## src/rtl/flb_pkg.sv

```systemverilog
package flb_pkg;
  localparam int unsigned NUM_BUF = 4;
  localparam int unsigned IDX_W   = $clog2(NUM_BUF);

  localparam logic [1:0] CFG_POOL      = 2'b00;
  localparam logic [1:0] CFG_RSVD      = 2'b01;
  localparam logic [1:0] CFG_SPLIT_2_2 = 2'b10;
  localparam logic [1:0] CFG_SPLIT_3_1 = 2'b11;

  typedef logic [NUM_BUF-1:0] buf_vec_t;

  typedef enum logic [1:0] {
    ST_IDLE,
    ST_FILL,
    ST_PCHK,
    ST_PFILL
  } fsm_e;
endpackage

```

## src/rtl/flb_group_mask.sv

```systemverilog
module flb_group_mask
  import flb_pkg::*;
(
  input  logic [1:0] cfg_i,
  input  logic       instr_i,
  output buf_vec_t   mask_o
);
  always_comb begin
    case (cfg_i)
      CFG_SPLIT_2_2: mask_o = instr_i ? buf_vec_t'(4'b0011) : buf_vec_t'(4'b1100);
      CFG_SPLIT_3_1: mask_o = instr_i ? buf_vec_t'(4'b0111) : buf_vec_t'(4'b1000);
      default:       mask_o = '1;  // pool and reserved code
    endcase
  end
endmodule

```

## src/rtl/flb_victim_sel.sv

```systemverilog
module flb_victim_sel #(
  parameter int unsigned NB = 4,
  parameter int unsigned IW = 2
) (
  input  logic [NB-1:0]         valid_i,
  input  logic [NB-1:0]         mask_i,
  input  logic [NB-1:0][IW-1:0] age_i,
  output logic [IW-1:0]         idx_o
);
  logic          inv_found;
  logic [IW-1:0] inv_idx;
  logic          old_found;
  logic [IW-1:0] old_idx;
  logic [IW-1:0] old_age;

  always_comb begin
    inv_found = 1'b0;
    inv_idx   = '0;
    for (int i = NB - 1; i >= 0; i--) begin
      if (mask_i[i] && !valid_i[i]) begin
        inv_found = 1'b1;
        inv_idx   = IW'(i);
      end
    end
    old_found = 1'b0;
    old_idx   = '0;
    old_age   = '0;
    for (int i = 0; i < NB; i++) begin
      if (mask_i[i] && (!old_found || age_i[i] > old_age)) begin
        old_found = 1'b1;
        old_age   = age_i[i];
        old_idx   = IW'(i);
      end
    end
    idx_o = inv_found ? inv_idx : old_idx;
  end
endmodule

```

## src/rtl/flb_recency.sv

```systemverilog
module flb_recency #(
  parameter int unsigned NB = 4,
  parameter int unsigned IW = 2
) (
  input  logic                  clk_i,
  input  logic                  rst_ni,
  input  logic                  promote_i,
  input  logic [IW-1:0]         promote_idx_i,
  output logic [NB-1:0][IW-1:0] age_o
);
  // age 0 = most recent, NB-1 = least recent; always a permutation
  logic [NB-1:0][IW-1:0] age_q;

  always_ff @(posedge clk_i or negedge rst_ni) begin
    if (!rst_ni) begin
      for (int i = 0; i < NB; i++) age_q[i] <= IW'(i);
    end else if (promote_i) begin
      for (int j = 0; j < NB; j++) begin
        if (IW'(j) == promote_idx_i) age_q[j] <= '0;
        else if (age_q[j] < age_q[promote_idx_i]) age_q[j] <= age_q[j] + 1'b1;
      end
    end
  end

  assign age_o = age_q;
endmodule

```

## src/rtl/flash_line_buf.sv

```systemverilog
module flash_line_buf
  import flb_pkg::*;
#(
  parameter int unsigned ADDR_W = 12,
  parameter int unsigned DATA_W = 32
) (
  input  logic              clk_i,
  input  logic              rst_ni,
  input  logic [1:0]        cfg_i,
  input  logic              req_valid_i,
  output logic              req_ready_o,
  input  logic [ADDR_W-1:0] req_addr_i,
  input  logic              req_instr_i,
  input  logic              req_next_i,
  output logic              rsp_valid_o,
  output logic [DATA_W-1:0] rsp_data_o,
  output logic              fetch_req_o,
  output logic [ADDR_W-1:0] fetch_addr_o,
  input  logic              fetch_ack_i,
  input  logic [DATA_W-1:0] fetch_data_i
);
  fsm_e                           state_q;
  buf_vec_t                       valid_q;
  logic [NUM_BUF-1:0][ADDR_W-1:0] tag_q;
  logic [NUM_BUF-1:0][DATA_W-1:0] line_q;
  logic [IDX_W-1:0]               fill_idx_q;
  logic [ADDR_W-1:0]              fill_addr_q;
  logic [ADDR_W-1:0]              cur_addr_q;
  logic                           cur_instr_q;
  logic                           cur_next_q;

  logic [ADDR_W-1:0]              next_addr;
  buf_vec_t                       req_hit;
  buf_vec_t                       nxt_hit;
  logic [IDX_W-1:0]               hit_idx;
  logic                           sel_instr;
  buf_vec_t                       grp_mask;
  logic [IDX_W-1:0]               victim_idx;
  logic [NUM_BUF-1:0][IDX_W-1:0]  age;
  logic                           accept;
  logic                           acc_hit;
  logic                           acc_miss;
  logic                           fill_done;
  logic                           pf_alloc;
  logic                           alloc_en;
  logic [ADDR_W-1:0]              alloc_addr;
  buf_vec_t                       alloc_oh;
  logic                           promote_en;
  logic [IDX_W-1:0]               promote_idx;
  logic                           fill_is_pf;

  assign next_addr = cur_addr_q + ADDR_W'(1);

  for (genvar b = 0; b < NUM_BUF; b++) begin : g_cmp
    assign req_hit[b] = valid_q[b] && (tag_q[b] == req_addr_i);
    assign nxt_hit[b] = valid_q[b] && (tag_q[b] == next_addr);
  end

  always_comb begin
    hit_idx = '0;
    for (int i = 0; i < NUM_BUF; i++) if (req_hit[i]) hit_idx = IDX_W'(i);
  end

  assign sel_instr = (state_q == ST_IDLE) ? req_instr_i : cur_instr_q;

  flb_group_mask u_mask (
    .cfg_i   (cfg_i),
    .instr_i (sel_instr),
    .mask_o  (grp_mask)
  );

  flb_victim_sel #(.NB(NUM_BUF), .IW(IDX_W)) u_victim (
    .valid_i (valid_q),
    .mask_i  (grp_mask),
    .age_i   (age),
    .idx_o   (victim_idx)
  );

  flb_recency #(.NB(NUM_BUF), .IW(IDX_W)) u_recency (
    .clk_i         (clk_i),
    .rst_ni        (rst_ni),
    .promote_i     (promote_en),
    .promote_idx_i (promote_idx),
    .age_o         (age)
  );

  assign req_ready_o = (state_q == ST_IDLE);
  assign fetch_req_o = (state_q == ST_FILL) || (state_q == ST_PFILL);
  assign fetch_addr_o = fill_addr_q;
  assign fill_is_pf  = (state_q == ST_PFILL);

  assign accept      = req_valid_i && req_ready_o;
  assign acc_hit     = accept && (|req_hit);
  assign acc_miss    = accept && !(|req_hit);
  assign fill_done   = fetch_req_o && fetch_ack_i;
  assign pf_alloc    = (state_q == ST_PCHK) && !(|nxt_hit);
  assign alloc_en    = acc_miss || pf_alloc;
  assign alloc_addr  = (state_q == ST_PCHK) ? next_addr : req_addr_i;
  assign alloc_oh    = alloc_en ? (buf_vec_t'(1) << victim_idx) : '0;
  // prefetch fills are not promoted
  assign promote_en  = acc_hit || ((state_q == ST_FILL) && fetch_ack_i);
  assign promote_idx = acc_hit ? hit_idx : fill_idx_q;

  always_ff @(posedge clk_i or negedge rst_ni) begin
    if (!rst_ni) begin
      valid_q <= '0;
      tag_q   <= '0;
      line_q  <= '0;
    end else begin
      if (alloc_en) begin
        valid_q[victim_idx] <= 1'b0;
        tag_q[victim_idx]   <= alloc_addr;
      end
      if (fill_done) begin
        valid_q[fill_idx_q] <= 1'b1;
        line_q[fill_idx_q]  <= fetch_data_i;
      end
    end
  end

  always_ff @(posedge clk_i or negedge rst_ni) begin
    if (!rst_ni) begin
      state_q     <= ST_IDLE;
      fill_idx_q  <= '0;
      fill_addr_q <= '0;
      cur_addr_q  <= '0;
      cur_instr_q <= 1'b0;
      cur_next_q  <= 1'b0;
      rsp_valid_o <= 1'b0;
      rsp_data_o  <= '0;
    end else begin
      rsp_valid_o <= 1'b0;
      case (state_q)
        ST_IDLE: begin
          if (accept) begin
            cur_addr_q  <= req_addr_i;
            cur_instr_q <= req_instr_i;
            cur_next_q  <= req_next_i;
            if (|req_hit) begin
              rsp_valid_o <= 1'b1;
              rsp_data_o  <= line_q[hit_idx];
              if (req_next_i) state_q <= ST_PCHK;
            end else begin
              fill_idx_q  <= victim_idx;
              fill_addr_q <= req_addr_i;
              state_q     <= ST_FILL;
            end
          end
        end
        ST_FILL: begin
          if (fetch_ack_i) begin
            rsp_valid_o <= 1'b1;
            rsp_data_o  <= fetch_data_i;
            state_q     <= cur_next_q ? ST_PCHK : ST_IDLE;
          end
        end
        ST_PCHK: begin
          if (|nxt_hit) begin
            state_q <= ST_IDLE;
          end else begin
            fill_idx_q  <= victim_idx;
            fill_addr_q <= next_addr;
            state_q     <= ST_PFILL;
          end
        end
        default: begin
          if (fetch_ack_i) state_q <= ST_IDLE;
        end
      endcase
    end
  end
endmodule

```

## config.mk

```make
export PLATFORM = sky130hd
export DESIGN_NAME = flash_line_buf
export DESIGN_NICKNAME = d
export VERILOG_FILES = /design/src/rtl/flb_pkg.sv /design/src/rtl/flb_group_mask.sv /design/src/rtl/flb_victim_sel.sv /design/src/rtl/flb_recency.sv /design/src/rtl/flash_line_buf.sv
export SDC_FILE = /design/constraint.sdc
export NUM_CORES = 1
export LEC_CHECK = 0
export BUFFER_PORTS_ARGS = -buffer_cell sky130_fd_sc_hd__buf_2
export CORE_MARGIN = 2
export CORE_UTILIZATION = 45
export CTS_BUF_LIST = sky130_fd_sc_hd__clkbuf_2
export CTS_CLUSTER_SIZE = 25
export DETAILED_ROUTE_END_ITERATION = 10
export GPL_TIMING_DRIVEN = 1
export MAX_ROUTING_LAYER = met4
export SLEW_MARGIN = 20
export SYNTH_ARGS = -nofsm -noshare
export SYNTH_HDL_FRONTEND = slang
export SYNTH_SLANG_ARGS = --single-unit
```

## constraint.sdc

```tcl
create_clock -name clk_i -period 6.15 [get_ports clk_i]
set_input_delay 0 -clock clk_i [delete_from_list [all_inputs] [get_ports clk_i]]
set_output_delay 0 -clock clk_i [all_outputs]
set_load 0.01 [all_outputs]
```

== After elaboration in Yosys (flattened, before gate mapping) ==
Cells that the tools add are included.
Cells by class
  bitwise operators: 3
  multiplexer cells: 75
  $add $sub $neg: 5
  magnitude comparators: 13
  reduce and logical (&&, ||, !) cells: 57
  equality and inequality tests: 22
Operator list (number)
  $mux 32: 5
  $bwmux 128: 1
  $eq 12x12->1: 8
  $bmux 32 s2: 1
  $demux 32 s2: 1
  $mux 2: 32
  $pmux 32 s2: 1
  $mux 12: 5
  $bwmux 48: 1
  $demux 12 s2: 1
  $pmux 12 s2: 1
  $logic_and 1x1->1: 23
  $mux 4: 4
  $mux 1: 15
  $add 12x1->12 const B: 1
  $lt 2x3->1 const B: 4
  $reduce_and 4->1: 3
  $reduce_bool 2->1: 6
  $reduce_and 2->1: 5
  $logic_not 1->1: 9
  $add 2x1->2 const B: 4
  $eq 2x2->1 const B: 4
  $lt 2x2->1: 4
  $pmux 4 s2: 1
  other kinds (20): 35
Word-level totals
  logic and storage cells: 196
  flip-flop bits (word level): 251
  output and inout port bits: 47

== Depth between registers and ports, before layout ==
  depth in word-level cells: 27
  depth in mapped cells: 30
  mapped depth without buffers: 26

== Hierarchy ==
A second synthesis with hierarchy kept.
Unflattened totals
  cell total of the unflattened synthesis: 1543
  area total of the unflattened synthesis: 14128.6 sq um
By module, submodules not included
  flash_line_buf: cells an instance 1427, times used 1, sequential area each 6080.8 sq um, area each 13106.3 sq um
  flb_recency: cells an instance 66, times used 1, sequential area each 205.2 sq um, area each 669.4 sq um
  flb_victim_sel: cells an instance 45, times used 1, sequential area each 0.0 sq um, area each 322.8 sq um
  flb_group_mask: cells an instance 5, times used 1, sequential area each 0.0 sq um, area each 30.0 sq um

== Worst setup path before layout ==
No wires, ideal clock.
  path kind: reg-to-reg
  start point: register state_q[0]
  end point: register tag_q[39] (netlist name)
  stages on the path, launching flop included: 28
  data arrival time: 5283 ps
  library setup time: 132 ps
  buffers on the path: 3
  period minus slack after synthesis: 5415 ps
  setup slack: 735 ps
  cells stage by stage: dfrtp_1 buf_2 nor2_4 mux2_4 or2_1 buf_2 nand2_1 ha_1 nor2b_1 o21ai_0 a21oi_1 nor2_1 inv_1 ha_1 nor2b_1 o21ai_0 o22a_1 mux2i_1 ha_1 nand2_1 o21ai_0 a32oi_1 o22ai_1 a221oi_1 nand2_1 nor3_2 buf_2 o32ai_1
Between the ends
  cells in the longest elaborated chain, start to end: 23
Ends and longest elaborated chain
  from (decl): line flash_line_buf.sv:22  | fsm_e state_q;
  from (signal assigned): line flash_line_buf.sv:154  | state_q <= cur_next_q ? ST_PCHK : ST_IDLE;
  $logic_not 2->1 (*): line flash_line_buf.sv:87  | assign req_ready_o = (state_q == ST_IDLE);
  net req_ready_o: line flash_line_buf.sv:11  | output logic req_ready_o,
  $mux 1: line flash_line_buf.sv:64  | assign sel_instr = (state_q == ST_IDLE) ? req_instr_i : cur_instr_q;
  $mux 4 (on tied branches): line flb_group_mask.sv:11, flb_group_mask.sv:10
  $pmux 4 s2: line flb_group_mask.sv:9  | case (cfg_i)
  $mux 2 or $mux 1 (tied branches): line flb_victim_sel.sv:29  | if (mask_i[i] && (!old_found || age_i[i] > old_age)) begin
  $gt 2x2->1 or $logic_not 1->1 (tied branches): line flb_victim_sel.sv:29
  $logic_or 1x1->1: line flb_victim_sel.sv:29
  [8 not listed]
  $logic_and 1x1->1: line flb_victim_sel.sv:29
  $mux 2: line flb_victim_sel.sv:29
  $mux 2: line flb_victim_sel.sv:35  | idx_o = inv_found ? inv_idx : old_idx;
  $lt 2x3->1 (not written as such) or $ge 2x1->1 (tied branches): line flash_line_buf.sv:112  | tag_q[victim_idx] <= alloc_addr;
  $logic_and 1x1->1 (not written as such): line flash_line_buf.sv:112
  $mux 12 (not written as such): line flash_line_buf.sv:112
  $demux 12 s2: line flash_line_buf.sv:112
  $bwmux 48: line flash_line_buf.sv:112
  to (signal, indexed assignment): line flash_line_buf.sv:112
  to (decl): line flash_line_buf.sv:24  | logic [NUM_BUF-1:0][ADDR_W-1:0] tag_q;
The timed path passes the listed nets; every way through them passes the cells marked *.
A chain may end at the register's enable or synchronous reset.

== Final worst setup path ==
  start point: register state_q[1]
  end point: register tag_q[17] (netlist name)
Between the ends
  cells in the longest elaborated chain, start to end: 23
Ends and longest elaborated chain (line)
  $logic_not 2->1: flash_line_buf.sv:64, flash_line_buf.sv:87
  $mux 1: flash_line_buf.sv:64
  $mux 4 (on tied branches): flb_group_mask.sv:11, flb_group_mask.sv:10
  $pmux 4 s2: flb_group_mask.sv:9
  $mux 2 or $mux 1 (tied branches): flb_victim_sel.sv:29
  $gt 2x2->1 or $logic_not 1->1 (tied branches): flb_victim_sel.sv:29
  $logic_or 1x1->1: flb_victim_sel.sv:29
  $logic_and 1x1->1: flb_victim_sel.sv:29
  [7 not listed]
  $logic_and 1x1->1: flb_victim_sel.sv:29
  $mux 2: flb_victim_sel.sv:29
  $mux 2: flb_victim_sel.sv:35
  $lt 2x3->1 (not written as such) or $ge 2x1->1 (tied branches): flash_line_buf.sv:112
  $logic_and 1x1->1 (not written as such): flash_line_buf.sv:112
  $mux 12 (not written as such): flash_line_buf.sv:112
  $demux 12 s2: flash_line_buf.sv:112
  $bwmux 48: flash_line_buf.sv:112
Several ways; a longest one is shown, not always the timed one.

==> Flow_metrics.wiki <==
{| class="wikitable"
! Metric !! Value
|-
| Vias in the first global route || 11300
|-
| Final hold violation count || 0
|-
| Count of distinct cell types in the synthesized netlist || 75
|-
| Drt via density || 5.75
|-
| First-pass GRT wire length || 61400 um
|-
| R2R cell count || 25
|-
| Setup CP Type || reg2reg
|-
| Maximum vdd drop || 217 uV
|-
| Final total negative setup slack || 0 ns
|-
| Total I/O pin count || 99
|-
| Violation count after the first detailed-routing iteration || 831
|-
| Tot GR Track Use || 25.9%
|-
| Register-to-register path setup slack || 0.57 ns
|-
| Wire length reported by the detailed router || 38600 um
|-
| Total setup buffers inserted after CTS || 0
|-
| Final min period || 5.58 ns
|-
| Flip-flop and latch count after synthesis || 251
|-
| Clk pin slew, worst setup/hold paths || 0.09 ns
|-
| Root buffer cell || clkbuf_2
|-
| Worst slack on hold paths || 0.0594 ns
|-
| Initial antenna violation count || 6
|-
| Overall via count from detail_route || 11100
|-
| Placement-stage worst setup slack || 0.318 ns
|-
| Finished Layout Cells || 1938
|-
| Post-synthesis instance area || 0.0135 mm^2
|-
| Dpl hpwl || 23900 um
|-
| Post-placement cell area || 0.0142 mm^2
|-
| Layout net count || 1555
|-
| Worst hold path class || in2reg
|-
| Primary FF master, synth || dfrtp_1
|-
| H-tree depth reported by CTS || 3
|-
| Routed len/inst || 19.9 um
|-
| Number of buffers added on ports || 98
|-
| Total of warnings raised by yosys || 0
|-
| Placed insts || 1693
|-
| Fraction of layout cells with a size suffix above 1 || 26.0%
|-
| Worst-case setup margin in the final layout || 0.566 ns
|-
| Maximum number of pins on one net before global-route repair || 155
|-
| Number of standard cells after synthesis || 1285
|-
| Maximum clock frequency || 0.179 GHz
|-
| Library cell occupying the most area in the post-synthesis netlist || dfrtp_1
|-
| Final Slew Violations || 0
|-
| Standby leakage power || 7.10 nW
|-
| Length of the first detailed-routing pass in iterations || 5
|-
| Relative slew margins || 25.8%
|-
| Worst Setup EP || tag_q[17]
|-
| TritonCTS Sinks || 251
|-
| Number of CTS-inserted buffers || 71
|-
| Share of synthesized area occupied by flip-flops and latches || 46.7%
|-
| RSZ-0062 raised after global routing || no
|-
| Deepest clock path buffer count || 3
|-
| Die X || 177 um
|-
| TritonCTS clock tree || done
|-
| Clock tree skew after final layout || 0.0959 ns
|-
| Required @ worst endpoint || 6.79 ns
|-
| FILL cells || 2729
|-
| Die Y-Extent || 177 um
|-
| Total gr overflow || 0
|-
| Tot Pwr || 7.96 mW
|-
| Synth top area share || 45.9%
|-
| CP startpoint kind || flip-flop
|-
| Most frequent standard cell in the layout excluding fill and tap cells || dfrtp_1
|-
| Number of max-capacitance violations reported || 0
|-
| End of the worst register-to-register path || tag_q[17]
|-
| Final Cycle Share || 90.8%
|-
| Run status || completed
|-
| Timing startpoint of the critical path || state_q[1]
|-
| Final cell utilization of the core || 54.3%
|-
| Net count after synthesis || 1348
|-
| Initial Util || 45.6%
|-
| Maximum fanout along the worst path || 12
|-
| Leading cell types by total area after synthesis || dfrtp_1, mux2_2, xnor2_1, mux2i_1, a21oi_1
|-
| Worst Path Arrival || 6.22 ns
|-
| Cell area power density || 496 mW/mm^2
|-
| Number of flops mapped to enable cells by yosys || 0
|-
| Critical path capture point type || flip-flop
|-
| Number of remaining DRC errors || 0
|-
| Critical register-to-register path startpoint || state_q[1]
|-
| Slew at the pin with the worst max-slew slack || 1.10 ns
|-
| Fraction of synthesis flops using an asynchronous set or reset pin || 100%
|-
| Post-route cell area || 0.0160 mm^2
|-
| Std-Cell Rows || 63
|-
| Gpl congestion || 0.950
|-
| Most used cells in the layout excluding fill and tap cells || dfrtp_1, mux2_2, dlygate4sd3_1, clkbuf_2, nand2_1
|-
| Area growth syn-to-layout || 19.1%
|-
| Total Die Area || 0.0313 mm^2
|-
| Antenna Violating Nets Remaining || 0
|-
| Clock latency on the worst-skew pair || 0.85 ns
|-
| Core ar. || 0.0296 mm^2
|-
| Average cell area after synthesis || 10.5 um^2
|-
| Final Setup Violations || 0
|}
[cell usage after synthesis, types with 3 or more instances]
library cell    n
dfrtp_1       247
and3_1          6
a21o_1         33
nor3_1          7
nor4_1          9
nor3_2          3
nor2_1         61
or4_1           5
o21a_1          7
a21oi_1        84
clkbuf_1       60
o31a_1          3
a22o_1          3
o2111ai_1       6
mux2_2        131
and2_1          6
nand3_1        22
ha_1           11
o22a_1          3
or2_2           3
dfstp_2         4
o21ai_0        57
buf_2          33
inv_1          30
mux2i_1        46
nand2b_1        9
buf_4           5
xnor3_1         5
xor2_1          9
o22ai_1         6
o211ai_1       13
a31oi_1        10
o31ai_1        14
buf_6           3
nand2_1       105
buf_1           3
xnor2_1        72
o32ai_1        35
a311oi_1        4
or3_1          11
nor2b_1        10
a32o_1          4
nand4_1        14
a221oi_1        3
a211oi_1       34
[per-layer routing]
metal | vias to the layer above | part of all wire [%] | track usage (%)
met2 | 361 | 47 | 40.3
met3 | 92 | 6.1 | 5.13
met4 | 0 | 2.7 | 9.06
met1 | 5540 | 44 | 33.7
li1 | 5151 | - | -
met5 | - | 0 | -
[kinds of logic (layout without fill, tap and decap cells)]
kind of cell,count (synthesis),after routing,synth area share (%)
xor gates and xnor gates,87,87,6.23
adders and majority gates,11,11,1.02
and+or+nand+nor,284,284,10.2
buffers and inverters,137,394,4.53
AOI/OAI and AO/OA,337,337,16.8
muxes,178,178,14.5
DFF,251,251,46.7
other,0,6,0
[power breakdown]
group          internal [mW]  switching [mW]
Sequential              2.46           0.688
Combinational           1.75            1.88
Clock                  0.468           0.726
Total                   4.67            3.29
[worst max-delay path, cell delays in order (launching register included)]
cell and delay, ns:
dfrtp_1 0.45, nor2_4 0.18, mux2_4 0.35, or2_1 0.32, nand2_1 0.11, ha_1 0.24
nor2b_1 0.14, o21ai_2 0.19, a21oi_1 0.10, nor2_1 0.14, inv_1 0.06, ha_1 0.28
nor2b_1 0.13, o21ai_0 0.18, o22a_1 0.27, mux2i_1 0.23, ha_1 0.26, nand2_1 0.07
o21ai_0 0.07, a32oi_1 0.25, o22ai_2 0.15, a221o_1 0.44, or3_1 0.42, nor2_1 0.09
buf_4 0.19, o32ai_1 0.10
[repair_timing]
item | 4_1_cts | 5_1_grt
endpoints found under the hold margin | 428 | 0
gates resized for setup | 0 | 6
endpoints found under the setup margin | 0 | 52
hold buffers | 116 | 0
[registers in the layout (all words and copies together), names as in the netlist]
register         cells
line_q             128
tag_q               48
rsp_data_o          32
cur_addr_q          12
fetch_addr_o        12
u_recency.age_o      8
valid_q              4
fill_idx_q           2
state_q              2
cur_instr_q          1
cur_next_q           1
rsp_valid_o          1
[worst min path at each step]
stage	from	endpoint	slack, ns	cells past startpoint
2_1_floorplan	rst_ni	cur_addr_q[0]	-0.30	0
6_report	fetch_data_i[29]	line_q[61]	0.06	3
4_1_cts	fetch_data_i[23]	line_q[119]	0.0008	3
5_1_grt	fetch_data_i[29]	line_q[93]	-0.01	3
3_5_place_dp	rst_ni	line_q[103]	0.09	1
3_3_place_gp	rst_ni	line_q[103]	0.09	1
[area by class of cell]
cell class,count,area (um^2),share of cell area [%]
flip-flops and latches,251,6290,39.2
inverters,31,116,0.725
clock buffers,108,541,3.37
clock inverters,15,80.1,0.499
diodes,6,15.0,0.0936
repair buffers,240,1890,11.8
multi-input cells,897,6630,41.3
well taps,390,488,3.04
Power figures use the tool's default switching activity.
